`src/rtl/rsi_pkg.sv`:
```
package rsi_pkg;
    typedef enum logic [1:0] {
        SH_IDLE  = 2'd0,
        SH_SETUP = 2'd1,
        SH_HIGH  = 2'd2,
        SH_HOLD  = 2'd3
    } shift_state_t;
endpackage

```
`src/rtl/rsi_strobe_sync.sv`:
```
module rsi_strobe_sync #(
    parameter int STAGES = 2
) (
    input  logic clk,
    input  logic rst_n,
    input  logic strobe_in,
    output logic event_o
);
    logic [STAGES-1:0] sync_q;
    logic              prev_q;

    always_ff @(posedge clk) begin
        if (!rst_n) begin
            sync_q <= '0;
            prev_q <= 1'b0;
        end else begin
            sync_q <= {sync_q[STAGES-2:0], strobe_in};
            prev_q <= sync_q[STAGES-1];
        end
    end

    assign event_o = sync_q[STAGES-1] & ~prev_q;

    // an edge event is a single-cycle pulse
    a_r5_single_event: assert property (@(posedge clk) disable iff (!rst_n)
        event_o |=> !event_o);
endmodule

```
`src/rtl/rsi_row_latch.sv`:
```
module rsi_row_latch #(
    parameter int DATA_W = 8,
    parameter int ROWS   = 7,
    parameter int CODE_W = 3
) (
    input  logic              clk,
    input  logic              rst_n,
    input  logic              load,
    input  logic [DATA_W-1:0] bus,
    output logic [CODE_W-1:0] row_code_o,
    output logic [ROWS-1:0]   row_drive_o
);
    localparam int EN_BIT = CODE_W;

    logic [CODE_W-1:0] code_q;
    logic              off_q;

    always_ff @(posedge clk) begin
        if (!rst_n) begin
            code_q <= '0;
            off_q  <= 1'b1;
        end else if (load) begin
            code_q <= bus[CODE_W-1:0];
            off_q  <= bus[EN_BIT];
        end
    end

    assign row_code_o = code_q;

    for (genvar i = 0; i < ROWS; i++) begin : g_row
        assign row_drive_o[i] = !off_q && (code_q == CODE_W'(i));
    end

    // at most one row line is ever driven
    a_r2_onehot_rows: assert property (@(posedge clk) disable iff (!rst_n)
        $onehot0(row_drive_o));
    // a load with the enable bit set blanks every row
    a_r3_disable_blanks: assert property (@(posedge clk) disable iff (!rst_n)
        (load && bus[EN_BIT]) |=> (row_drive_o == '0));
    // rows move only on a row load
    a_r10_rows_hold: assert property (@(posedge clk) disable iff (!rst_n)
        !load |=> $stable(row_drive_o));
endmodule

```
`src/rtl/rsi_shift_fsm.sv`:
```
module rsi_shift_fsm
    import rsi_pkg::*;
#(
    parameter int DATA_W = 8,
    parameter int CODE_W = 3
) (
    input  logic              clk,
    input  logic              rst_n,
    input  logic              start,
    input  logic [DATA_W-1:0] byte_i,
    input  logic [CODE_W-1:0] row_code,
    input  logic              flash_i,
    output logic              ser_data,
    output logic              ser_clk
);
    localparam int FLASH_BIT = DATA_W - 1;

    shift_state_t state_q, state_d;
    logic         bit_q, bit_d;
    logic         picked, visible;

    assign picked  = byte_i[row_code];
    assign visible = byte_i[FLASH_BIT] | flash_i;

    always_ff @(posedge clk) begin
        if (!rst_n) begin
            state_q <= SH_IDLE;
            bit_q   <= 1'b0;
        end else begin
            state_q <= state_d;
            bit_q   <= bit_d;
        end
    end

    always_comb begin
        state_d = state_q;
        bit_d   = bit_q;
        unique case (state_q)
            SH_IDLE: begin
                if (start) begin
                    bit_d   = picked & visible;
                    state_d = SH_SETUP;
                end
            end
            SH_SETUP: state_d = SH_HIGH;
            SH_HIGH:  state_d = SH_HOLD;
            SH_HOLD:  state_d = SH_IDLE;
        endcase
    end

    assign ser_clk  = (state_q == SH_HIGH);
    assign ser_data = bit_q;

    // shift clock high for exactly one cycle
    a_r5_clk_width: assert property (@(posedge clk) disable iff (!rst_n)
        ser_clk |=> !ser_clk);
    // the host spaces column events so none lands mid-shift
    a_r5_start_idle: assert property (@(posedge clk) disable iff (!rst_n)
        start |-> (state_q == SH_IDLE));
    // data unchanged across the rising edge
    a_r9_setup_stable: assert property (@(posedge clk) disable iff (!rst_n)
        $rose(ser_clk) |-> $stable(ser_data));
    // data unchanged in the cycle after the falling edge
    a_r9_hold_stable: assert property (@(posedge clk) disable iff (!rst_n)
        $fell(ser_clk) |-> $stable(ser_data));
endmodule

```
`src/rtl/row_serial_if.sv`:
```
module row_serial_if #(
    parameter int DATA_W      = 8,
    parameter int ROWS        = 7,
    parameter int SYNC_STAGES = 2
) (
    input  logic              clk,
    input  logic              rst_n,
    input  logic [DATA_W-1:0] bus_data,
    input  logic              row_stb,
    input  logic              col_stb,
    input  logic              flash_phase,
    output logic [ROWS-1:0]   row_drive,
    output logic              ser_data,
    output logic              ser_clk
);
    localparam int CODE_W = $clog2(DATA_W);

    logic              row_evt, col_evt;
    logic [CODE_W-1:0] code;

    rsi_strobe_sync #(.STAGES(SYNC_STAGES)) u_row_sync (
        .clk(clk), .rst_n(rst_n), .strobe_in(row_stb), .event_o(row_evt));

    rsi_strobe_sync #(.STAGES(SYNC_STAGES)) u_col_sync (
        .clk(clk), .rst_n(rst_n), .strobe_in(col_stb), .event_o(col_evt));

    rsi_row_latch #(.DATA_W(DATA_W), .ROWS(ROWS), .CODE_W(CODE_W)) u_rows (
        .clk(clk), .rst_n(rst_n), .load(row_evt), .bus(bus_data),
        .row_code_o(code), .row_drive_o(row_drive));

    rsi_shift_fsm #(.DATA_W(DATA_W), .CODE_W(CODE_W)) u_shift (
        .clk(clk), .rst_n(rst_n), .start(col_evt), .byte_i(bus_data),
        .row_code(code), .flash_i(flash_phase),
        .ser_data(ser_data), .ser_clk(ser_clk));

    // a row event never starts a shift pulse by itself
    a_r10_row_no_clk: assert property (@(posedge clk) disable iff (!rst_n)
        (row_evt && !col_evt) |=> !ser_clk);
endmodule

```
`config.mk`:
```
export PLATFORM = sky130hd
export DESIGN_NAME = row_serial_if
export DESIGN_NICKNAME = d
export VERILOG_FILES = /design/src/rtl/rsi_pkg.sv /design/src/rtl/rsi_strobe_sync.sv /design/src/rtl/rsi_row_latch.sv /design/src/rtl/rsi_shift_fsm.sv /design/src/rtl/row_serial_if.sv
export SDC_FILE = /design/constraint.sdc
export NUM_CORES = 1
export LEC_CHECK = 0
export CAP_MARGIN = 20
export CELL_PAD_IN_SITES_DETAIL_PLACEMENT = 1
export CELL_PAD_IN_SITES_GLOBAL_PLACEMENT = 1
export CORE_UTILIZATION = 45
export CTS_CLUSTER_SIZE = 40
export DETAILED_ROUTE_END_ITERATION = 7
export DONT_BUFFER_PORTS = 1
export PLACE_DENSITY_LB_ADDON = 0.1
export SYNTH_ARGS = -nofsm -noshare
export SYNTH_HDL_FRONTEND = slang
export SYNTH_SLANG_ARGS = --single-unit
```
`constraint.sdc`:
```
create_clock -name clk -period 1.8 [get_ports clk]
set_input_delay 0.36 -clock clk [delete_from_list [all_inputs] [get_ports clk]]
set_output_delay 0.36 -clock clk [all_outputs]
set_load 0.05 [all_outputs]
```
# [After elaboration in Yosys (flattened, before gate mapping)]
# Cells that the tools add are included.
[word_totals] ff_bits=13 in_bits=13 out_inout_bits=9 wordCells=40
[classes] n_lt_le_gt_ge=1 eq_ne=10 mux=4 n_bitwise=6 n_reduce_logical=11
[ops] op="3-bit equality test, second input constant" count=3
[ops] op="2-bit one-hot mux with 4 select lines" count=1
[ops] op="1-bit logical AND" count=7
[ops] op="3-bit by 2-bit equality test with 1-bit output, second input constant" count=2
[ops] op="2-bit equality test, second input constant" count=2
[ops] op="3-bit by 4-bit less-than comparator with 1-bit output, second input constant" count=1
[ops] op="1-bit AND" count=3
[ops] op="1-bit binary-select mux with 3-bit select" count=1
[ops] op="3-bit by 1-bit equality test with 1-bit output, second input constant" count=1
[ops] op="3-bit logical NOT" count=1
[ops] op="2-bit by 1-bit equality test with 1-bit output, second input constant" count=1
[ops] op="2-bit logical NOT" count=1
[ops] op="2-bit 2-to-1 mux" count=1
[ops] op="2-bit != test, second input constant" count=1
[ops] op="1-bit NOT" count=2
[ops] op="2-bit AND reduction" count=1
[ops] op="1-bit logical NOT" count=1
[ops] op="1-bit 2-to-1 mux" count=1
[ops] op="1-bit OR" count=1

# [Longest topological paths before layout]
[logic_depth] word_depth=4 mapped_depth=5 mapped_depth_nobuf=5

# [Cells and area by module]
# From an unflattened synthesis, not the netlist that was laid out.
[unflattened] hier_cells=62 area_unflattened_um2=638.1
[modules_own_cells] mod="rsi_shift_fsm" instances=1 cells_per_inst=24 area_each_um2=241.5 seq_area_each_um2=60.1
[modules_own_cells] mod="rsi_row_latch" instances=1 cells_per_inst=24 area_each_um2=211.5 seq_area_each_um2=80.1
[modules_own_cells] mod="rsi_strobe_sync" instances=2 cells_per_inst=7 area_each_um2=92.6 seq_area_each_um2=60.1

# [Least setup slack after synthesis]
# OpenSTA, ideal clock, no wires.
[synth_timing] kind="register -> output" startpoint="register u_rows.code_q[1], in the netlist u_rows.row_code_o[1]" endpoint="output port row_drive[0]" t_arrival_ns=1.969 t_required_ns=1.440 path_slack_ns=-0.529 path_stages_with_launch=3 n_path_buf=1 cell_sequence="dfxtp_1 buf_2 nor4_1"
[synth_via] elab_chain_len=2
[synth_lines] element="start, declared" line="rsi_row_latch.sv:15" source="logic [CODE_W-1:0] code_q;"
[synth_lines] element="start signal, assigned" line="rsi_row_latch.sv:23" source="code_q <= bus[CODE_W-1:0];"
[synth_lines] element="3-bit logical NOT" line="rsi_row_latch.sv:31" source="assign row_drive_o[i] = !off_q && (code_q == CODE_W'(i));"
[synth_lines] element="1-bit logical AND" line="rsi_row_latch.sv:31"
[synth_lines] element="end, declared" line="row_serial_if.sv:12" source="output logic [ROWS-1:0] row_drive,"
# Every way passes these cells.

# [Worst setup path in the final report]
[layout_timing] startpoint="register u_rows.code_q[2], in the netlist u_rows.row_code_o[2]" endpoint="output port row_drive[4]"
[layout_via] elab_chain_len=2
[layout_lines] element="3-bit equality test" line="rsi_row_latch.sv:31"
[layout_lines] element="1-bit logical AND" line="rsi_row_latch.sv:31"
# Every way passes these cells.

==> flow_summary.html <==
<table>
<tr><th>Metric</th><th>Value</th></tr>
<tr><th colspan="2">Logic synthesis</th></tr>
<tr><td>Biggest area consumer among synthesized cells</td><td>sky130_fd_sc_hd__dfxtp_1</td></tr>
<tr><td>Cell variety after synth</td><td>27</td></tr>
<tr><td>Top FF cell, synth</td><td>sky130_fd_sc_hd__dfxtp_1</td></tr>
<tr><td>Yosys synthesis warning count</td><td>0</td></tr>
<tr><td>Average instance area after synthesis</td><td>approximately 9.6 µm²</td></tr>
<tr><td>Yosys top cell area share</td><td>0.4047</td></tr>
<tr><td>Sequential-to-total area share from yosys stat</td><td>0.4047</td></tr>
<tr><td>Number of synthesized register bits</td><td>13</td></tr>
<tr><td>Fraction of registers with async set/reset</td><td>0</td></tr>
<tr><td>Number of synthesized flops with an enable pin</td><td>0</td></tr>
<tr><td>Post-Synthesis Net Count</td><td>83</td></tr>
<tr><td>Top area cells in the synthesized netlist</td><td>sky130_fd_sc_hd__dfxtp_1 40%, sky130_fd_sc_hd__mux2i_1 6.2%, sky130_fd_sc_hd__and2_1 5.8%</td></tr>
<tr><td>Area of the mapped netlist</td><td>643.1 µm²</td></tr>
<tr><td>Cell count after synthesis</td><td>67</td></tr>
<tr><th colspan="2">GRT</th></tr>
<tr><td>Global-route wire length before repair</td><td>~1.8 mm</td></tr>
<tr><td>Pin count of the biggest net entering global routing</td><td>12</td></tr>
<tr><td>Via count of the first global-routing pass</td><td>441</td></tr>
<tr><td>Global-route total usage across every layer</td><td>0.1848</td></tr>
<tr><td>Number of antenna violations at the first check in global routing</td><td>0</td></tr>
<tr><td>Global-route congestion overflow total</td><td>0</td></tr>
<tr><th colspan="2">STA</th></tr>
<tr><td>Fmax</td><td>597.1 MHz</td></tr>
<tr><td>Setup repair after global routing missed its margin</td><td>no</td></tr>
<tr><td>Headroom to the max-slew limit</td><td>0.6554</td></tr>
<tr><td>Time the worst path needs with I/O delays and setup</td><td>1675 ps</td></tr>
<tr><td>Post-route fraction of the period consumed by the critical path</td><td>0.9304</td></tr>
<tr><td>Hold slack final</td><td>143.6 ps</td></tr>
<tr><td>Final setup skew</td><td>5.983 ps</td></tr>
<tr><td>Number of slew-limit violations in the final report</td><td>0</td></tr>
<tr><td>Final hold viol count</td><td>0</td></tr>
<tr><td>Slew of the pin with the lowest slew margin</td><td>516.9 ps</td></tr>
<tr><td>Slack of the critical path</td><td>125.3 ps</td></tr>
<tr><td>Number of failing setup endpoints in the final timing report</td><td>0</td></tr>
<tr><th colspan="2">Routing</th></tr>
<tr><td>Residual DRC count</td><td>0</td></tr>
<tr><td>Via count of the routed design</td><td>approximately 480</td></tr>
<tr><td>Remaining antenna violation count</td><td>0</td></tr>
<tr><td>Routed length per placed instance</td><td>12.70 µm</td></tr>
<tr><td>Detailed router's first-iteration violation count</td><td>1</td></tr>
<tr><td>Initial DRT Pass Iterations</td><td>2</td></tr>
<tr><td>Final WL</td><td>1.118 mm</td></tr>
<tr><td>Via/cell ratio</td><td>5.466</td></tr>
<tr><th colspan="2">Worst setup path</th></tr>
<tr><td>Nature of the critical path endpoint</td><td>output pin</td></tr>
<tr><td>Startpoint kind of the worst setup timing path</td><td>register</td></tr>
<tr><td>Data required time of the critical path</td><td>between 1000 and 1500 ps</td></tr>
<tr><td>Critical path arrival</td><td>1310 ps</td></tr>
<tr><td>Kind of critical path</td><td>reg -&gt; out</td></tr>
<tr><td>Biggest fanout along the worst timing path</td><td>9</td></tr>
<tr><th colspan="2">Clock network</th></tr>
<tr><td>Post-CTS Setup Repair Bufs</td><td>0</td></tr>
<tr><td>TritonCTS buffer count</td><td>3</td></tr>
<tr><td>Clk buf depth</td><td>2</td></tr>
<tr><td>CTS Hold Bufs</td><td>0</td></tr>
<tr><td>Clock insertion delay at the later pin of the skew report</td><td>270 ps</td></tr>
<tr><td>Clock-pin slew of the registers on the worst-case setup and hold paths</td><td>80 ps</td></tr>
<tr><td>TritonCTS clock tree</td><td>yes</td></tr>
<tr><td>CTS root buffer</td><td>sky130_fd_sc_hd__clkbuf_4</td></tr>
<tr><td>Post-cts repair resize count</td><td>0</td></tr>
<tr><td>H-Tree Level Count</td><td>1</td></tr>
<tr><td>Clock Sinks</td><td>13</td></tr>
<tr><th colspan="2">Worst hold path</th></tr>
<tr><td>Hold crit path type</td><td>in -&gt; reg</td></tr>
<tr><th colspan="2">Place</th></tr>
<tr><td>Worst setup timing slack at the placement stage</td><td>331.5 ps</td></tr>
<tr><td>Post-detailed-placement half-perimeter wirelength</td><td>906.4 µm</td></tr>
<tr><td>Count of port buffers added during placement</td><td>0</td></tr>
<tr><td>Placer's final routability congestion estimate</td><td>~0.65</td></tr>
<tr><th colspan="2">Floorplan</th></tr>
<tr><td>Standard cell core area</td><td>1318 µm²</td></tr>
<tr><td># rows</td><td>13</td></tr>
<tr><td>Top Ports</td><td>22</td></tr>
<tr><td>Die outline area</td><td>1584 µm²</td></tr>
<tr><td>Initial Util</td><td>0.4881</td></tr>
<tr><td>Die Width</td><td>39.81 µm</td></tr>
<tr><td>Vertical die dimension</td><td>39.81 µm</td></tr>
<tr><th colspan="2">Power</th></tr>
<tr><td>Total power per unit cell area</td><td>917.8 nW/µm²</td></tr>
<tr><td>Peak VDD IR</td><td>621.3 µV</td></tr>
<tr><td>Leak</td><td>0.2880 nW</td></tr>
<tr><td>Final total power</td><td>0.6695 mW</td></tr>
<tr><th colspan="2">Cells and area</th></tr>
<tr><td>Layout cells sized above 1</td><td>0.2740</td></tr>
<tr><td>Antenna Diode Count</td><td>0</td></tr>
<tr><td># fillers</td><td>between 150 and 200</td></tr>
<tr><td>P&amp;R area growth vs syn</td><td>13.42%</td></tr>
<tr><td>Nets@finish</td><td>90</td></tr>
<tr><th colspan="2">Outcome</th></tr>
<tr><td>Outcome</td><td>finished clean</td></tr>
<tr><th colspan="2">Flow run</th></tr>
<tr><td>Max-Cap Viols</td><td>0</td></tr>
</table>
-- metal layers --
metal,share of wire,track usage
met5,0,0
met4,0.0089,0.07759
met3,0.054,0.06818
met2,0.52,0.3484
met1,0.41,0.1736
-- cell usage in the layout, fill, tap and decap left out, types with 2 or more instances in the layout --
master / netlist / layout
sky130_fd_sc_hd__and2_1: 6 / 6
sky130_fd_sc_hd__buf_4: 0 / 7
sky130_fd_sc_hd__clkbuf_4: 0 / 3
sky130_fd_sc_hd__dfxtp_1: 13 / 12
sky130_fd_sc_hd__ha_1: 3 / 3
sky130_fd_sc_hd__inv_1: 3 / 3
sky130_fd_sc_hd__mux2_2: 2 / 2
sky130_fd_sc_hd__mux2i_1: 4 / 4
sky130_fd_sc_hd__nand2_1: 3 / 3
sky130_fd_sc_hd__nand2b_1: 4 / 4
sky130_fd_sc_hd__nor2_1: 6 / 6
sky130_fd_sc_hd__nor3_2: 0 / 3
-- Yosys cell counts, types with 2 or more instances --
cell type,n
sky130_fd_sc_hd__mux2_2,2
sky130_fd_sc_hd__and2_1,6
sky130_fd_sc_hd__nand2b_1,4
sky130_fd_sc_hd__mux2i_1,4
sky130_fd_sc_hd__dfxtp_1,13
sky130_fd_sc_hd__buf_6,2
sky130_fd_sc_hd__clkbuf_1,2
sky130_fd_sc_hd__nand2_1,3
sky130_fd_sc_hd__ha_1,3
sky130_fd_sc_hd__nor2_1,6
sky130_fd_sc_hd__nor3_1,4
sky130_fd_sc_hd__inv_1,3
-- state kept, by name, summed over array words and instances (netlist names) --
register           count
u_col_sync.prev_q      1
u_shift.state_q        2
u_shift.ser_data       1
u_row_sync.prev_q      1
u_rows.row_code_o      3
u_rows.off_q           1
u_row_sync.sync_q      2
u_col_sync.sync_q      2
-- cells by family after synthesis --
kind of cell,Yosys count,share of synthesized area
buffers and inverters,8,0.07198
adders and majority gates,3,0.05837
and+or+nand+nor,29,0.2413
AOI/OAI and AO/OA,7,0.09146
DFF,13,0.4047
muxes,7,0.1323
-- worst paths after layout --
check	startpoint	endpoint	slack [ps]	cells past startpoint
worst max-delay path	u_rows.row_code_o[2]	row_drive[4]	130	3
worst min-delay path	rst_n	u_rows.off_q	140	1
worst max register to register	u_shift.state_q[0]	u_shift.state_q[0]	470	4
worst min register to register	u_row_sync.sync_q[0]	u_row_sync.sync_q[1]	440	1
-- where the power goes --
part	total (mW)	switching (mW)	internal [mW]	leakage (nW)
Sequential	0.338	0.0225	0.315	0.107
Combinational	0.157	0.0916	0.0652	0.163
Clock	0.175	0.0925	0.0823	0.0177
-- critical path: stages, from the launching register on --
cell and delay [ps]:
sky130_fd_sc_hd__dfxtp_1 540, sky130_fd_sc_hd__nand2b_1 170, sky130_fd_sc_hd__nor3_2 120, sky130_fd_sc_hd__buf_4 210
-- through the flow --
stage,std cells,util,setup TNS [ps],cell area (µm²)
global placement,84,0.5318,0,700.7
CTS,88,0.5527,0,728.2
global route,88,0.5537,0,729.5
floorplan,67,-,-132.1,664.4
finish,88,0.5537,0,729.5
detailed placement,84,0.5318,0,700.7
-- area by class of cell --
| class | instances | area, µm² | area share |
|---|---|---|---|
| clock inverters | 1 | 5.005 | 0.006861 |
| inverters | 3 | 11.26 | 0.01544 |
| repair buffers | 7 | 52.55 | 0.07204 |
| multi-input cells | 46 | 357.8 | 0.4906 |
| well taps | 15 | 18.77 | 0.02573 |
| flip-flops and latches | 13 | 261.5 | 0.3585 |
| clock buffers | 3 | 22.52 | 0.03087 |
Note: power is estimated with default switching activity, not from simulation.
